File: src/rtl/pgrab_pkg.sv
package pgrab_pkg;
  parameter int IMG_W = 18;
  parameter int IMG_H = 18;
  parameter int PIX_W = 6;
  parameter int REG_W = 8;
  parameter int ADDR_W = 2;

  localparam int NPIX = IMG_W * IMG_H;
  localparam int IDX_W = $clog2(NPIX);
  localparam int PIX_MAXV = (1 << PIX_W) - 1;
  localparam int SUM_W = $clog2(NPIX * PIX_MAXV + 1);
  localparam int SUM_SHIFT = SUM_W - REG_W;
  localparam int SUM_TOP = (NPIX * PIX_MAXV) >> SUM_SHIFT;

  typedef logic [PIX_W-1:0] pix_t;
  typedef logic [IDX_W-1:0] idx_t;
  typedef logic [REG_W-1:0] reg_t;

  typedef enum logic [ADDR_W-1:0] {
    REG_PIX = 2'd0,
    REG_MAX = 2'd1,
    REG_MIN = 2'd2,
    REG_SUM = 2'd3
  } reg_addr_e;

  typedef struct packed {
    pix_t max;
    pix_t min;
    reg_t sum;
  } stats_t;
endpackage

File: src/rtl/pgrab_frame_idx.sv
module pgrab_frame_idx
  import pgrab_pkg::*;
(
  input  logic clk_i,
  input  logic rst_ni,
  input  logic sof_i,
  input  logic valid_i,
  output idx_t idx_o,
  output logic live_o,
  output logic first_o,
  output logic last_o
);
  idx_t cnt_q;
  logic in_frame_q;

  assign first_o = valid_i && sof_i;
  // pixels outside a started frame are not counted
  assign live_o  = valid_i && (sof_i || in_frame_q);
  assign idx_o   = sof_i ? '0 : cnt_q;
  assign last_o  = live_o && (idx_o == idx_t'(NPIX - 1));

  always_ff @(posedge clk_i or negedge rst_ni) begin
    if (!rst_ni) begin
      cnt_q      <= '0;
      in_frame_q <= 1'b0;
    end else if (live_o) begin
      cnt_q      <= last_o ? '0 : idx_o + 1'b1;
      in_frame_q <= !last_o;
    end
  end
endmodule

File: src/rtl/pgrab_capture.sv
module pgrab_capture
  import pgrab_pkg::*;
(
  input  logic clk_i,
  input  logic rst_ni,
  input  logic first_i,
  input  logic live_i,
  input  idx_t idx_i,
  input  pix_t pix_i,
  input  logic acc_rd_i,
  input  logic acc_wr_i,
  output reg_t byte_o,
  output idx_t ptr_o
);
  typedef enum logic [1:0] {CAP_WAIT, CAP_SCAN, CAP_HELD} cap_st_e;

  cap_st_e st_q;
  idx_t    ptr_q;
  pix_t    hold_q;
  logic    hit;

  assign hit = live_i && (idx_i == ptr_q);

  always_ff @(posedge clk_i or negedge rst_ni) begin
    if (!rst_ni) begin
      st_q   <= CAP_WAIT;
      ptr_q  <= '0;
      hold_q <= '0;
    end else if (acc_wr_i) begin
      ptr_q <= '0;
      st_q  <= CAP_WAIT;
    end else if (acc_rd_i && st_q == CAP_HELD) begin
      ptr_q <= (ptr_q == idx_t'(NPIX - 1)) ? '0 : ptr_q + 1'b1;
      st_q  <= CAP_WAIT;
    end else begin
      unique case (st_q)
        CAP_WAIT: if (first_i) begin
          if (hit) begin
            hold_q <= pix_i;
            st_q   <= CAP_HELD;
          end else begin
            st_q <= CAP_SCAN;
          end
        end
        CAP_SCAN: if (hit) begin
          hold_q <= pix_i;
          st_q   <= CAP_HELD;
        end
        default: ;
      endcase
    end
  end

  assign byte_o = (st_q == CAP_HELD) ? {ptr_q == '0, 1'b1, hold_q} : '0;
  assign ptr_o  = ptr_q;
endmodule

File: src/rtl/pgrab_stats.sv
module pgrab_stats
  import pgrab_pkg::*;
(
  input  logic   clk_i,
  input  logic   rst_ni,
  input  logic   live_i,
  input  logic   first_i,
  input  logic   last_i,
  input  pix_t   pix_i,
  output stats_t stats_o
);
  pix_t             acc_max_q, acc_min_q, nxt_max, nxt_min;
  logic [SUM_W-1:0] acc_sum_q, nxt_sum;
  stats_t           stats_q;

  always_comb begin
    if (first_i) begin
      nxt_max = pix_i;
      nxt_min = pix_i;
      nxt_sum = SUM_W'(pix_i);
    end else begin
      nxt_max = (pix_i > acc_max_q) ? pix_i : acc_max_q;
      nxt_min = (pix_i < acc_min_q) ? pix_i : acc_min_q;
      nxt_sum = acc_sum_q + SUM_W'(pix_i);
    end
  end

  always_ff @(posedge clk_i or negedge rst_ni) begin
    if (!rst_ni) begin
      acc_max_q <= '0;
      acc_min_q <= '1;
      acc_sum_q <= '0;
    end else if (live_i) begin
      acc_max_q <= nxt_max;
      acc_min_q <= nxt_min;
      acc_sum_q <= nxt_sum;
    end
  end

  // publish all three together so a read never mixes frames
  always_ff @(posedge clk_i or negedge rst_ni) begin
    if (!rst_ni) begin
      stats_q.max <= '0;
      stats_q.min <= '1;
      stats_q.sum <= '0;
    end else if (last_i) begin
      stats_q.max <= nxt_max;
      stats_q.min <= nxt_min;
      stats_q.sum <= nxt_sum[SUM_W-1:SUM_SHIFT];
    end
  end

  assign stats_o = stats_q;
endmodule

File: src/rtl/pixel_grabber.sv
module pixel_grabber
  import pgrab_pkg::*;
(
  input  logic              clk_i,
  input  logic              rst_ni,
  input  logic              sof_i,
  input  logic              pix_valid_i,
  input  logic [PIX_W-1:0]  pix_i,
  input  logic              rd_i,
  input  logic              wr_i,
  input  logic [ADDR_W-1:0] addr_i,
  output logic [REG_W-1:0]  rdata_o
);
  idx_t   idx, cap_ptr;
  logic   live, first, last;
  logic   acc_rd, acc_wr;
  reg_t   cap_byte, rd_mux, rdata_q;
  stats_t stat_q;

  assign acc_wr = wr_i && (addr_i == REG_PIX);
  assign acc_rd = rd_i && !wr_i && (addr_i == REG_PIX);

  pgrab_frame_idx u_idx (
    .clk_i   (clk_i),
    .rst_ni  (rst_ni),
    .sof_i   (sof_i),
    .valid_i (pix_valid_i),
    .idx_o   (idx),
    .live_o  (live),
    .first_o (first),
    .last_o  (last)
  );

  pgrab_capture u_cap (
    .clk_i    (clk_i),
    .rst_ni   (rst_ni),
    .first_i  (first),
    .live_i   (live),
    .idx_i    (idx),
    .pix_i    (pix_i),
    .acc_rd_i (acc_rd),
    .acc_wr_i (acc_wr),
    .byte_o   (cap_byte),
    .ptr_o    (cap_ptr)
  );

  pgrab_stats u_stats (
    .clk_i   (clk_i),
    .rst_ni  (rst_ni),
    .live_i  (live),
    .first_i (first),
    .last_i  (last),
    .pix_i   (pix_i),
    .stats_o (stat_q)
  );

  always_comb begin
    unique case (reg_addr_e'(addr_i))
      REG_PIX: rd_mux = cap_byte;
      REG_MAX: rd_mux = {{(REG_W - PIX_W){1'b0}}, stat_q.max};
      REG_MIN: rd_mux = {{(REG_W - PIX_W){1'b0}}, stat_q.min};
      default: rd_mux = stat_q.sum;
    endcase
  end

  always_ff @(posedge clk_i or negedge rst_ni) begin
    if (!rst_ni)   rdata_q <= '0;
    else if (rd_i) rdata_q <= rd_mux;
  end

  assign rdata_o = rdata_q;
endmodule

File: config.mk
export PLATFORM = sky130hd
export DESIGN_NAME = pixel_grabber
export DESIGN_NICKNAME = d
export VERILOG_FILES = /design/src/rtl/pgrab_pkg.sv /design/src/rtl/pgrab_frame_idx.sv /design/src/rtl/pgrab_capture.sv /design/src/rtl/pgrab_stats.sv /design/src/rtl/pixel_grabber.sv
export SDC_FILE = /design/constraint.sdc
export NUM_CORES = 1
export LEC_CHECK = 0
export BUFFER_PORTS_ARGS = -buffer_cell sky130_fd_sc_hd__buf_4
export CAP_MARGIN = 30
export CORE_AREA = 2 2 124 126
export DETAILED_ROUTE_END_ITERATION = 12
export DIE_AREA = 0 0 126 128
export PLACE_DENSITY_LB_ADDON = 0.25
export SETUP_SLACK_MARGIN = 0.05
export SLEW_MARGIN = 20
export SYNTH_ARGS = -nofsm -noshare
export SYNTH_HDL_FRONTEND = slang
export SYNTH_HIERARCHICAL = 1
export SYNTH_SLANG_ARGS = --single-unit
export TNS_END_PERCENT = 5
File: constraint.sdc
create_clock -name clk_i -period 2.1 [get_ports clk_i]
set_input_delay 0.105 -clock clk_i [delete_from_list [all_inputs] [get_ports clk_i]]
set_output_delay 0.105 -clock clk_i [all_outputs]
set_load 0.05 [all_outputs]
# Word level (Yosys, flattened, before mapping)
# Cells that the tools add are included.
# word_totals
register_bits,82
latch_bits,0
ramBits,0
rom_bits,0
input_bits,14
out_inout_bits,8
wordCells,69
n_memories,0
# op_classes
add_sub_neg,3
multipliers,0
n_div,0
magnitude_cmp,2
n_eq_ne,10
shift,0
n_mux,21
bitwise_logic,2
reduce_logical,19
# ops
cell,count
9-bit 2-to-1 mux,5
6-bit 2-to-1 mux,6
8-bit case mux with 3 select lines,1
9-bit by 1-bit adder with 9-bit output (second input constant),2
9-bit equality test (second input constant),2
15-bit by 6-bit adder with 15-bit output,1
15-bit 2-to-1 mux,1
6-bit case mux with 2 select lines,1
2-bit 2-to-1 mux,5
9-bit equality test,1
9-bit zero test,1
1-bit logical AND,8
8-bit 2-to-1 mux,1
6-bit > comparator,1
6-bit less-than comparator,1
2-bit by 1-bit equality test with 1-bit output (second input constant),2
2-bit equality test (second input constant),2
2-bit zero test,2
4-bit by 2-bit inequality test with 1-bit output (second input constant),1
4-bit by 3-bit inequality test with 1-bit output (second input constant),1
2-bit case mux with 2 select lines,1
4-bit AND reduction,1
2-bit nonzero test,2
4-bit nonzero test,1
5 further kinds,7

# Depth between registers and ports, before layout
# Gate-level depths: netlist of run 1.
# depth
ltp_word,8
mapped_depth,11
depth_no_buf,9

# By module
# The synthesis of run 1 kept the hierarchy.
# by_module_without_submodules
mod,instances,cells_each,area_each_um2,seq_area_each_um2
pgrab_stats,1,275,2821.5,1191.1
pgrab_capture,1,113,1117.3,425.4
pgrab_frame_idx,1,71,653.1,250.2
pixel_grabber,1,47,511.7,200.2

# Least setup slack after synthesis of run 1
# Ideal clock, no wire load.
# synth_timing
path_kind,register -> register
from,register u_idx.cnt_q[0]
to,register u_stats.stats_q (netlist bit u_stats/stats_o[7])
setup_time_ps,69
t_arrival_ps,2165
required_time_ps,2031
path_slack_ps,-134
stages_incl_launch_ff,11
path_buffers,1
period_less_slack_ps,2234
path_cell_list,dfrtp_1 -> nor2b_2 -> ha_1 -> and4bb_4 -> nand3_1 -> nor2_1 -> buf_2 -> clkinv_1 -> nor2_1 -> a32oi_1 -> nand3_1
# synth_between
elab_chain_cells,3
# synth_rtl
element,line,text
start: declaration,pgrab_frame_idx.sv:13,idx_t cnt_q;
start signal: assignment,pgrab_frame_idx.sv:27,cnt_q <= last_o ? '0 : idx_o + 1'b1;
9-bit 2-to-1 mux,pgrab_frame_idx.sv:19,assign idx_o = sof_i ? '0 : cnt_q;
via idx[0],pixel_grabber.sv:14,"idx_t idx, cap_ptr;"
9-bit equality test,pgrab_frame_idx.sv:20,assign last_o = live_o && (idx_o == idx_t'(NPIX - 1));
1-bit logical AND,pgrab_frame_idx.sv:20,
via last,pixel_grabber.sv:15,"logic live, first, last;"
end: declaration,pgrab_stats.sv:14,stats_t stats_q;
# The timed path passes the listed nets, and every way through them passes these cells.
# A chain may end at the register's enable or synchronous reset.

# Worst setup path in the final report of run 1
# layout_timing
from,register u_stats.acc_sum_q[0]
to,register u_stats.acc_sum_q[14]
# layout_between
elab_chain_cells,2
# layout_rtl
element,line,text
start: declaration,pgrab_stats.sv:13,"logic [SUM_W-1:0] acc_sum_q, nxt_sum;"
start signal: assignment,pgrab_stats.sv:36,acc_sum_q <= nxt_sum;
15-bit by 6-bit adder with 15-bit output,pgrab_stats.sv:24,nxt_sum = acc_sum_q + SUM_W'(pix_i);
15-bit 2-to-1 mux,pgrab_stats.sv:17,if (first_i) begin
# Every way passes these cells.

==> results by group, run 1 <==
STA
  – Final hold violations: 0
  – PnR worst setup slack: -0.0115 ns
  – Worst-Margin Slew: 0.647 ns
  – Final setup vio count: 1
  – Setup TNS: -0.0115 ns
  – Slew HR: 0.569
  – Max-slew violations: 0
  – Final period util: 1.01
  – Clk_skew: 0.00773 ns
  – RSZ-0062 raised after global routing: yes
  – Tmin final: 2.11 ns
  – Fmax: 474 MHz

Drt
  – DRT iter0 DRCs: 250
  – Routed len/inst: between 15 and 20 um
  – DR vias/cell: 5.30
  – DR pass1 iterations: 4
  – Drt total wl: 11.9 mm
  – DRC viols: 0
  – Vias: ~3900
  – Post-DRT Antenna Nets: 0

Placed design
  – Pre-CTS setup slack: 0.00665 ns
  – DP HPWL: 8.43 mm
  – GP Congestion: 0.817
  – IO buf count: 21

Clock tree
  – Number of H-tree levels: 3
  – Root Driver: clkbuf_16
  – TritonCTS buffer count: 9
  – Post-CTS Setup Inserts: 0
  – CTS tree: done
  – Clk buf depth: 2
  – Clock Sinks: approximately 80
  – Clock transition at path regs: 0.06 ns
  – Worst-Skew Late Latency: 0.34 ns

Synthesis
  – Synth Cell Area: 0.00510 mm2
  – Seq/Total Area, Yosys: 0.405
  – Netlist cell types: 73
  – Post-Syn Nets: 541
  – Ys flop type: dfrtp_1
  – Async SR Flop Fraction: 1.00
  – Warnings from Yosys: 6
  – Synthesized flop and latch total: 82
  – Mapped Avg Cell Area: 10.1 um2
  – Post-synthesis cell count: 506
  – Post-synth EDFFs: 0

Worst setup path
  – Endpoint class of the critical path: flop
  – Critical-path maximum fanout: 8
  – Crit Path Category: flop to flop
  – Req. time, crit path: 2.32 ns
  – Arr. time, crit path: 2.33 ns
  – CP Buf/Inv Count: 1
  – CP top delay family: compound AO/OA/AOI/OAI gates
  – Cell Chain, Critical Path: ha_2 -> inv_2 -> fa_2 -> nor2b_4 -> o31a_4 -> o31ai_4 -> nor4_2 -> a221o_1
  – Worst path max stage delay: 0.41 ns
  – Worst setup SP type: flop
  – Critical Path Slowest Stage Cell: o31ai_4

Final layout
  – Antenna Cells: 0
  – Most frequent cells in the layout: dfrtp_1 (70), buf_4 (49), a21oi_1 (34), nor2_1 (32), nand2_1 (29)
  – Fin util: 0.404
  – Layout area overhead: 17.7%
  – Ratio of cells with drive above 1 in the final layout: 0.223
  – Fin nets: 586
  – Most common cell after layout, fill and taps aside: dfrtp_1

GRT
  – First-pass GRT wire length: 20.0 mm
  – Initial antenna violation count: 0
  – Total global-route track usage: 0.155
  – GR Overflow Total: 0
  – Vias in the first global route: approximately 4000
  – Largest net degree at the start of global routing: 45

Die
  – Die width: about 130 um
  – Die area: 0.0161 mm2
  – Core area: 0.0149 mm2
  – Ports: 22
  – Starting Density: 0.343
  – Row count: 45
  – Die Ht: about 130 um

Hold path
  – HP Class: primary input to flop

Outcome
  – Failing checks: setup timing
  – Status: finished with violations

Power
  – Pwr/cell area: 950 mW/mm2
  – P_leak: around 2.6 nW
  – Maximum VDD drop: 0.628 mV

Run
  – Max-Cap Viols: 0
[per-stage QoR]
stage               std cells  cell area (um2)  total power [mW]  hold WS [ns]
floorplan                 506             5120              3.53        -0.191
CTS                       744             5980              5.73        0.0299
detailed placement        726             5640              4.00         0.176
global placement          726             5640              3.94         0.169
finish                    744             6010              5.71        0.0379
global route              744             6010              6.08        0.0417
[flip-flops by register name, indices dropped and copies added (netlist names)]
signal             count
u_stats/stats_o       20
u_stats/acc_sum_q     15
u_cap/ptr_o            9
u_idx/cnt_q            9
rdata_o                8
u_cap/hold_q           6
u_stats/acc_max_q      6
u_stats/acc_min_q      6
u_cap/st_q             2
u_idx/in_frame_q       1
[worst reg2reg max path, delay by kind of cell, from the launching register on]
kind | cells | cell delay [ns]
adder cells (fa/ha/maj) | 2 | 0.41
AO/OA/AOI/OAI | 3 | 0.99
AND/OR/NAND/NOR | 2 | 0.14
buffers and inverters | 1 | 0.06
flip-flops | 1 | 0.39
[cell families after synthesis]
family | after synthesis | synth area share
simple gates | 186 | 0.208
compound gates | 112 | 0.165
buf+inv | 46 | 0.0473
xor+xnor | 19 | 0.0326
mux | 40 | 0.0895
flops | 82 | 0.405
fa+ha+maj | 21 | 0.0530
[cell type report]
type / instances / area (um2)
clock buffers: 11 / 233
clock inverters: 5 / 78.8
fillers: 1449 / 8850
inverters: 25 / 93.8
multi-input cells: 378 / 2840
flip-flops and latches: 82 / 2070
well taps: 188 / 235
repair buffers: 55 / 459
[metal layers]
metal	track usage	routed length (um)
met1	0.210	5670
met5	0	0
met4	0.0317	104
met2	0.255	5730
met3	0.0392	377
[repair_timing]
item                                    4_1_cts  5_1_grt
endpoints found under the setup margin        8       29
endpoints found under the hold margin        41        0
pin swaps                                     0        2
hold buffers                                  2        0
gates resized for setup                       2       10
[Yosys cell counts (3+ instances only)]
cell	number	area, um2
dfrtp_1	70	1750
a21oi_1	35	175
nor2_1	34	128
nand2_1	29	109
mux2i_1	28	280
nand3_1	25	125
inv_1	24	90.1
ha_1	20	250
xnor2_1	17	149
nor2b_1	15	93.8
o21ai_0	14	70.1
dfstp_2	12	315
and2_1	11	68.8
mux2_4	11	165
nand2b_1	9	56.3
a22o_1	8	70.1
and3_1	7	43.8
clkbuf_1	7	26.3
nor3_1	7	35.0
or3_1	7	43.8
a31oi_1	6	37.5
buf_6	6	67.6
o221ai_1	6	52.6
buf_2	5	25.0
nand4_1	5	31.3
nor4_1	5	31.3
o211ai_1	5	37.5
or4_1	5	37.5
nand3b_1	4	30.0
o21ai_1	4	20.0
a21o_1	3	22.5
a21oi_2	3	26.3
o311ai_0	3	26.3
o32ai_1	3	26.3
[worst paths after layout]
check | start | to | slack, ns | depth (start not counted)
min in group asynchronous | rst_ni | u_idx/cnt_q[3] | 0.33 | 2
min | rd_i | rdata_o[6] | 0.04 | 2
max in group asynchronous | rst_ni | u_stats/acc_min_q[2] | 1.11 | 3
max reg2reg | u_stats/acc_sum_q[0] | u_stats/acc_sum_q[14] | -0.01 | 8
min reg2reg | u_stats/stats_o[11] | u_stats/stats_o[11] | 0.49 | 2
max | u_stats/acc_sum_q[0] | u_stats/acc_sum_q[14] | -0.01 | 8
[where the power goes]
group          internal, mW  switching (mW)  leakage, nW
Sequential             1.89           0.261         1.03
Combinational         0.897           0.981         1.40
Clock                  1.04           0.642        0.153
Power figures use the tool's default switching activity.
==> inputs of run 2 (changes only) <==
CELL_PAD_IN_SITES_DETAIL_PLACEMENT = 0   (was unset)
CELL_PAD_IN_SITES_GLOBAL_PLACEMENT = 1   (was unset)
GPL_ROUTABILITY_DRIVEN = 0   (was unset)
SETUP_SLACK_MARGIN = unset   (was 0.05)
==> results by group, run 2 (synthesized netlist as in run 1, its figures left out) <==
STA
  – Final hold violations: 0
  – Fmax: 489 MHz
  – Clk_skew: between 0.005 and 0.006 ns
  – Final setup vio count: 0
  – WHS: 0.0386 ns
  – Setup TNS: 0 ns
  – Max-slew violations: 0
  – Final period util: 0.974
  – Tmin final: approximately 2.0 ns
  – Slew HR: 0.676
  – Worst-Margin Slew: 0.486 ns
  – RSZ-0062 raised after global routing: yes

Final layout
  – Antenna Cells: 0
  – Layout area overhead: 17.2%
  – Fill cells: 1463
  – Most frequent cells in the layout: dfrtp_1 (70), buf_4 (52), a21oi_1 (35), nor2_1 (32), nand2_1 (29)
  – Area of the multi-input gates: 0.00283 mm2
  – Ratio of cells with drive above 1 in the final layout: 0.219
  – FF+latch area: 0.00207 mm2
  – Most common cell after layout, fill and taps aside: dfrtp_1
  – Fin nets: 587
  – Number of flip-flops in the largest register: 20

Worst setup path
  – Crit Path Category: flop to flop
  – Worst reg2reg path depth: 8
  – Critical-path maximum fanout: 8
  – Critical R2R Launch: u_stats/acc_sum_q[0]
  – Arr. time, crit path: 2.27 ns
  – R2R Setup Slk: 0.05 ns
  – Req. time, crit path: 2.33 ns
  – R2R Path End: u_stats/acc_sum_q[14]
  – Endpoint class of the critical path: flop
  – Worst setup SP type: flop

GRT
  – Total global-route track usage: 0.159
  – Initial antenna violation count: 0
  – First-pass GRT wire length: 20.5 mm
  – Largest net degree at the start of global routing: between 80 and 90
  – GR Overflow Total: 0
  – Vias in the first global route: 4019

Drt
  – Vias: 3895
  – Drt total wl: 12.3 mm
  – DRT iter0 DRCs: 242
  – DR pass1 iterations: 4
  – Post-DRT Antenna Nets: 0
  – DR vias/cell: between 5 and 6
  – Routed len/inst: roughly 16 um
  – DRC viols: 0

Placed design
  – DP HPWL: 8.63 mm
  – IO buf count: 21

Power
  – Pwr/cell area: 938 mW/mm2
  – P_leak: 2.58 nW
  – Maximum VDD drop: between 0.5 and 0.6 mV
  – Total power: 5.61 mW

Clock tree
  – Post-CTS Setup Inserts: 0
  – Clock Sinks: 82
  – Worst-Skew Late Latency: 0.34 ns
  – Root Driver: clkbuf_16
  – Clk buf depth: 2
  – Clock transition at path regs: ~0.070 ns
  – CTS tree: done
  – TritonCTS buffer count: 9
  – Number of H-tree levels: 3

Die
  – Ports: 22
  – Die area: about 0.016 mm2
  – Core area: approximately 0.015 mm2
  – Row count: 45
  – Die width: 126 um
  – Starting Density: 0.343
  – Die Ht: 128 um

Run
  – Max-Cap Viols: 0

Hold path
  – HP Class: primary input to flop
  – Worst Hold Launch: rd_i
  – Hold path depth: 2
  – Hold EP: rdata_o[6]

Outcome
  – Status: complete, no violations
[run 2: layer usage]
layer,share of wire,global-route usage,vias up
li1,-,-,1926
met1,0.47,0.209,1879
met2,0.47,0.260,71
met3,0.039,0.0422,19
met4,0.019,0.0452,0
met5,0,0,-
[run 2: worst max-delay path by stage]
stage                              start                     to  slack, ns  cells after the start
floorplan                 u_idx/cnt_q[0]     u_stats/stats_o[3]       0.02                      9
global placement    u_stats/acc_sum_q[0]  u_stats/acc_sum_q[14]       0.06                      8
detailed placement  u_stats/acc_sum_q[0]  u_stats/acc_sum_q[14]      0.009                      8
CTS                 u_stats/acc_sum_q[0]  u_stats/acc_sum_q[14]       0.03                      8
global route              u_idx/cnt_q[0]     u_stats/stats_o[3]      -0.06                      8
finish              u_stats/acc_sum_q[0]  u_stats/acc_sum_q[14]       0.05                      8
[run 2: repair_timing]
action / 4_1_cts / 5_1_grt
resized for setup: 2 / 5
setup endpoints to repair: 3 / 6
hold buffers: 2 / 0
endpoints found under the hold margin: 71 / 0
[run 2: power by group]
group	internal, mW	switching, mW	leakage [nW]
logic	0.877	0.966	1.40
clock network	0.932	0.687	0.146
registers	1.89	0.265	1.03
total	3.70	1.92	2.58
[run 2: area by class of cell]
type	instances	area share
inverter	25	0.0157
multi-input combinational	378	0.474
tap	188	0.0393
timing repair buffer	56	0.0753
clock inverter	7	0.0130
clock buffer	9	0.0376
sequential	82	0.346
[run 2: worst max-delay path, cell delays in order (launching register included)]
cell and delay (ns):
dfrtp_1 0.41, ha_4 0.18, inv_1 0.06, fa_2 0.22, nor2b_4 0.05, o31a_4 0.32
o31ai_4 0.31, nor4_1 0.11, a221o_1 0.27
[run 2: metrics by stage]
step                std cells  instance area (um2)  setup WS [ns]  utilization
floorplan                 506                 5110         0.0201            -
global placement          727                 5630         0.0589        0.379
detailed placement        727                 5630        0.00924        0.379
finish                    745                 5980         0.0536        0.402
CTS                       745                 5960         0.0343        0.401
global route              745                 5980        -0.0586        0.402
==> inputs of run 3 (changes only) <==
CORE_AREA = 2 2 122 124   (was 2 2 124 126)
DIE_AREA = 0 0 124 126   (was 0 0 126 128)
SYNTH_HIERARCHICAL = unset   (was 1)
==> results by group, run 3 <==
Drt
  – Drt total wl: between 10 and 15 mm
  – Post-DRT Antenna Nets: 0
  – DRT iter0 DRCs: 278
  – DR vias/cell: 5.14
  – DR pass1 iterations: 4
  – Vias: 3995
  – Routed len/inst: about 16 um
  – DRC viols: 0

Final layout
  – Ratio of cells with drive above 1 in the final layout: 0.231
  – Number of flip-flops in the largest register: 20
  – Fin nets: between 600 and 700
  – Fin util: 0.420
  – Area of the multi-input gates: about 0.0027 mm2
  – Antenna Cells: 0
  – Post-route insts no fill: 777
  – Fill cells: between 1000 and 1500
  – Layout area overhead: 23.0%
  – Most frequent cells in the layout: dfrtp_1 (69), buf_4 (65), o21ai_0 (59), nand2_1 (57), nor2_1 (37)
  – Most common cell after layout, fill and taps aside: dfrtp_1
  – FF+latch area: 0.00207 mm2

Worst setup path
  – Endpoint class of the critical path: flop
  – R2R Setup Slk: -0.03 ns
  – Critical-path maximum fanout: 6
  – Crit Path Category: flop to flop
  – Worst setup SP type: flop
  – Req. time, crit path: between 2 and 2.5 ns
  – Arr. time, crit path: 2.39 ns
  – Critical R2R Launch: u_stats.acc_min_q[4]
  – R2R Path End: u_stats.stats_o[8]
  – Worst reg2reg path depth: 9

GRT
  – Largest net degree at the start of global routing: 56
  – Initial antenna violation count: 0
  – GR Overflow Total: 0
  – First-pass GRT wire length: 21.1 mm
  – Total global-route track usage: 0.174
  – Vias in the first global route: 4044

Synthesis
  – Mapped Avg Cell Area: 9.12 um2
  – Post-Syn Nets: approximately 570
  – Area leader, netlist: dfrtp_1
  – Commonest cells in the netlist: dfrtp_1 (70), o21ai_0 (62), nand2_1 (58)
  – Warnings from Yosys: 0
  – Seq/Total Area, Yosys: 0.423
  – Synth area leaders: dfrtp_1 (36%), dfstp_2 (6.4%), o21ai_0 (6.3%), ha_1 (5.1%), nand2_1 (4.5%)
  – Synthesized flop and latch total: 82
  – Netlist cell types: 60
  – Post-synth EDFFs: 0
  – Post-synthesis cell count: around 540
  – Post-synth top area share: 0.358
  – Ys flop type: dfrtp_1
  – Async SR Flop Fraction: 1.00
  – Most common cell in the netlist: dfrtp_1
  – Synth Cell Area: between 0.004 and 0.005 mm2

Clock tree
  – Clock Sinks: 82
  – CTS tree: done
  – Number of H-tree levels: 3
  – Worst-Skew Late Latency: 0.35 ns
  – Root Driver: clkbuf_16
  – Clk buf depth: 2
  – TritonCTS buffer count: 9
  – Clock transition at path regs: 0.06 ns

STA
  – WHS: 0.0499 ns
  – Slew HR: 0.516
  – RSZ-0062 raised after global routing: yes
  – PnR worst setup slack: -0.0289 ns
  – Final period util: 1.01
  – Tmin final: roughly 2.1 ns
  – Final hold violations: 0
  – Final setup vio count: 3
  – Clk_skew: 0.00957 ns
  – Worst-Margin Slew: around 0.72 ns
  – Fmax: 470 MHz
  – Max-slew violations: 0

Power
  – Pwr/cell area: between 800 and 900 mW/mm2
  – Maximum VDD drop: 0.377 mV
  – P_leak: 2.66 nW

Hold path
  – Hold path depth: 2
  – Worst Hold Launch: pix_valid_i
  – HP Class: primary input to flop
  – Hold EP: u_stats.acc_sum_q[2]

Placed design
  – DP HPWL: 8.87 mm
  – IO buf count: 21
  – Dpl cells: 758

Run
  – Max-Cap Viols: 0

Die
  – Die area: roughly 0.016 mm2
  – Row count: 44
  – Starting Density: 0.342
  – Core area: around 0.014 mm2
  – Die width: 124 um
  – Die Ht: ~130 um
  – Ports: 22

Outcome
  – Status: finished with violations
  – Failing checks: setup timing
## run 3: cell count changes in the layout (fill, tap and decap cells not counted), moves of 6 or more
cell,before,now
xor2_1,2,9
a21oi_1,35,26
nand3_1,25,18
mux2i_1,28,18
o21ai_0,14,59
nand2_1,29,57
mux2_4,11,0
nor2b_1,14,4
buf_4,52,65
mux2_2,1,15
o221ai_1,6,0
## run 3: timing repair
item	CTS	global route
hold buffers	1	0
buffers inserted	1	1
setup endpoints to repair	13	50
endpoints found under the hold margin	27	0
resized for setup	10	15
pin swaps	5	9
cloned	0	0
## run 3: worst max path at each step
stage                         start                    end  depth (start not counted)
2_1_floorplan  u_stats.acc_max_q[3]   u_stats.acc_max_q[2]                          7
3_3_place_gp   u_stats.acc_sum_q[0]     u_stats.stats_o[7]                          9
3_5_place_dp   u_stats.acc_sum_q[0]  u_stats.acc_sum_q[12]                          9
4_1_cts        u_stats.acc_min_q[4]     u_stats.stats_o[8]                          9
5_1_grt        u_stats.acc_sum_q[0]  u_stats.acc_sum_q[14]                         10
6_report       u_stats.acc_min_q[4]     u_stats.stats_o[8]                          9
## run 3: where the power goes
part / leakage, nW / total [mW] / switching [mW] / internal, mW
clock network: 0.183 / 1.99 / 0.643 / 1.34
registers: 1.05 / 1.93 / 0.131 / 1.80
logic: 1.43 / 1.44 / 0.764 / 0.674
total: 2.66 / 5.36 / 1.54 / 3.82
## run 3: per-layer routing
layer / track usage / wire length (um)
met5: 0 / 0
met4: 0.0714 / 259
met3: 0.0258 / 314
met2: 0.269 / 5670
met1: 0.243 / 6160
## run 3: metrics by stage
step | worst slack (ns) | TNS (ns) | power, mW | instance area [um2]
after CTS | -0.0539 | -0.191 | 5.40 | 5960
after floorplan | 0.0187 | 0 | 2.86 | 4890
after detailed placement | -0.148 | -0.760 | 3.35 | 5520
final | -0.0289 | -0.0625 | 5.36 | 6010
after global routing | -0.127 | -1.81 | 5.67 | 6010
after global placement | -0.0986 | -0.378 | 3.31 | 5520
## run 3: critical path: stages (launching register included)
cell	delay (ns)
dfstp_2	0.53
inv_1	0.05
ha_1	0.28
a21o_1	0.18
a21o_1	0.19
a211o_1	0.28
nand2_1	0.11
buf_12	0.13
mux2i_1	0.20
o21ai_0	0.10
## run 3: final cells by class
type                            count  share of cell area
Multi-Input combinational cell    395               0.442
Sequential cell                    82               0.344
Timing Repair Buffer               70              0.0947
Clock buffer                       11              0.0420
Tap cell                          184              0.0383
Clock inverter                      5              0.0206
Inverter                           30              0.0187
## run 3: cell families (layout without fill, tap and decap cells)
| family | after synthesis | in the layout | share of synthesized area |
|---|---|---|---|
| muxes | 33 | 33 | 0.0714 |
| buffers and inverters | 59 | 116 | 0.0525 |
| xor gates and xnor gates | 24 | 24 | 0.0430 |
| AOI/OAI and AO/OA | 142 | 142 | 0.176 |
| DFF | 82 | 82 | 0.423 |
| adders and majority gates | 21 | 21 | 0.0553 |
| and+or+nand+nor | 175 | 175 | 0.179 |
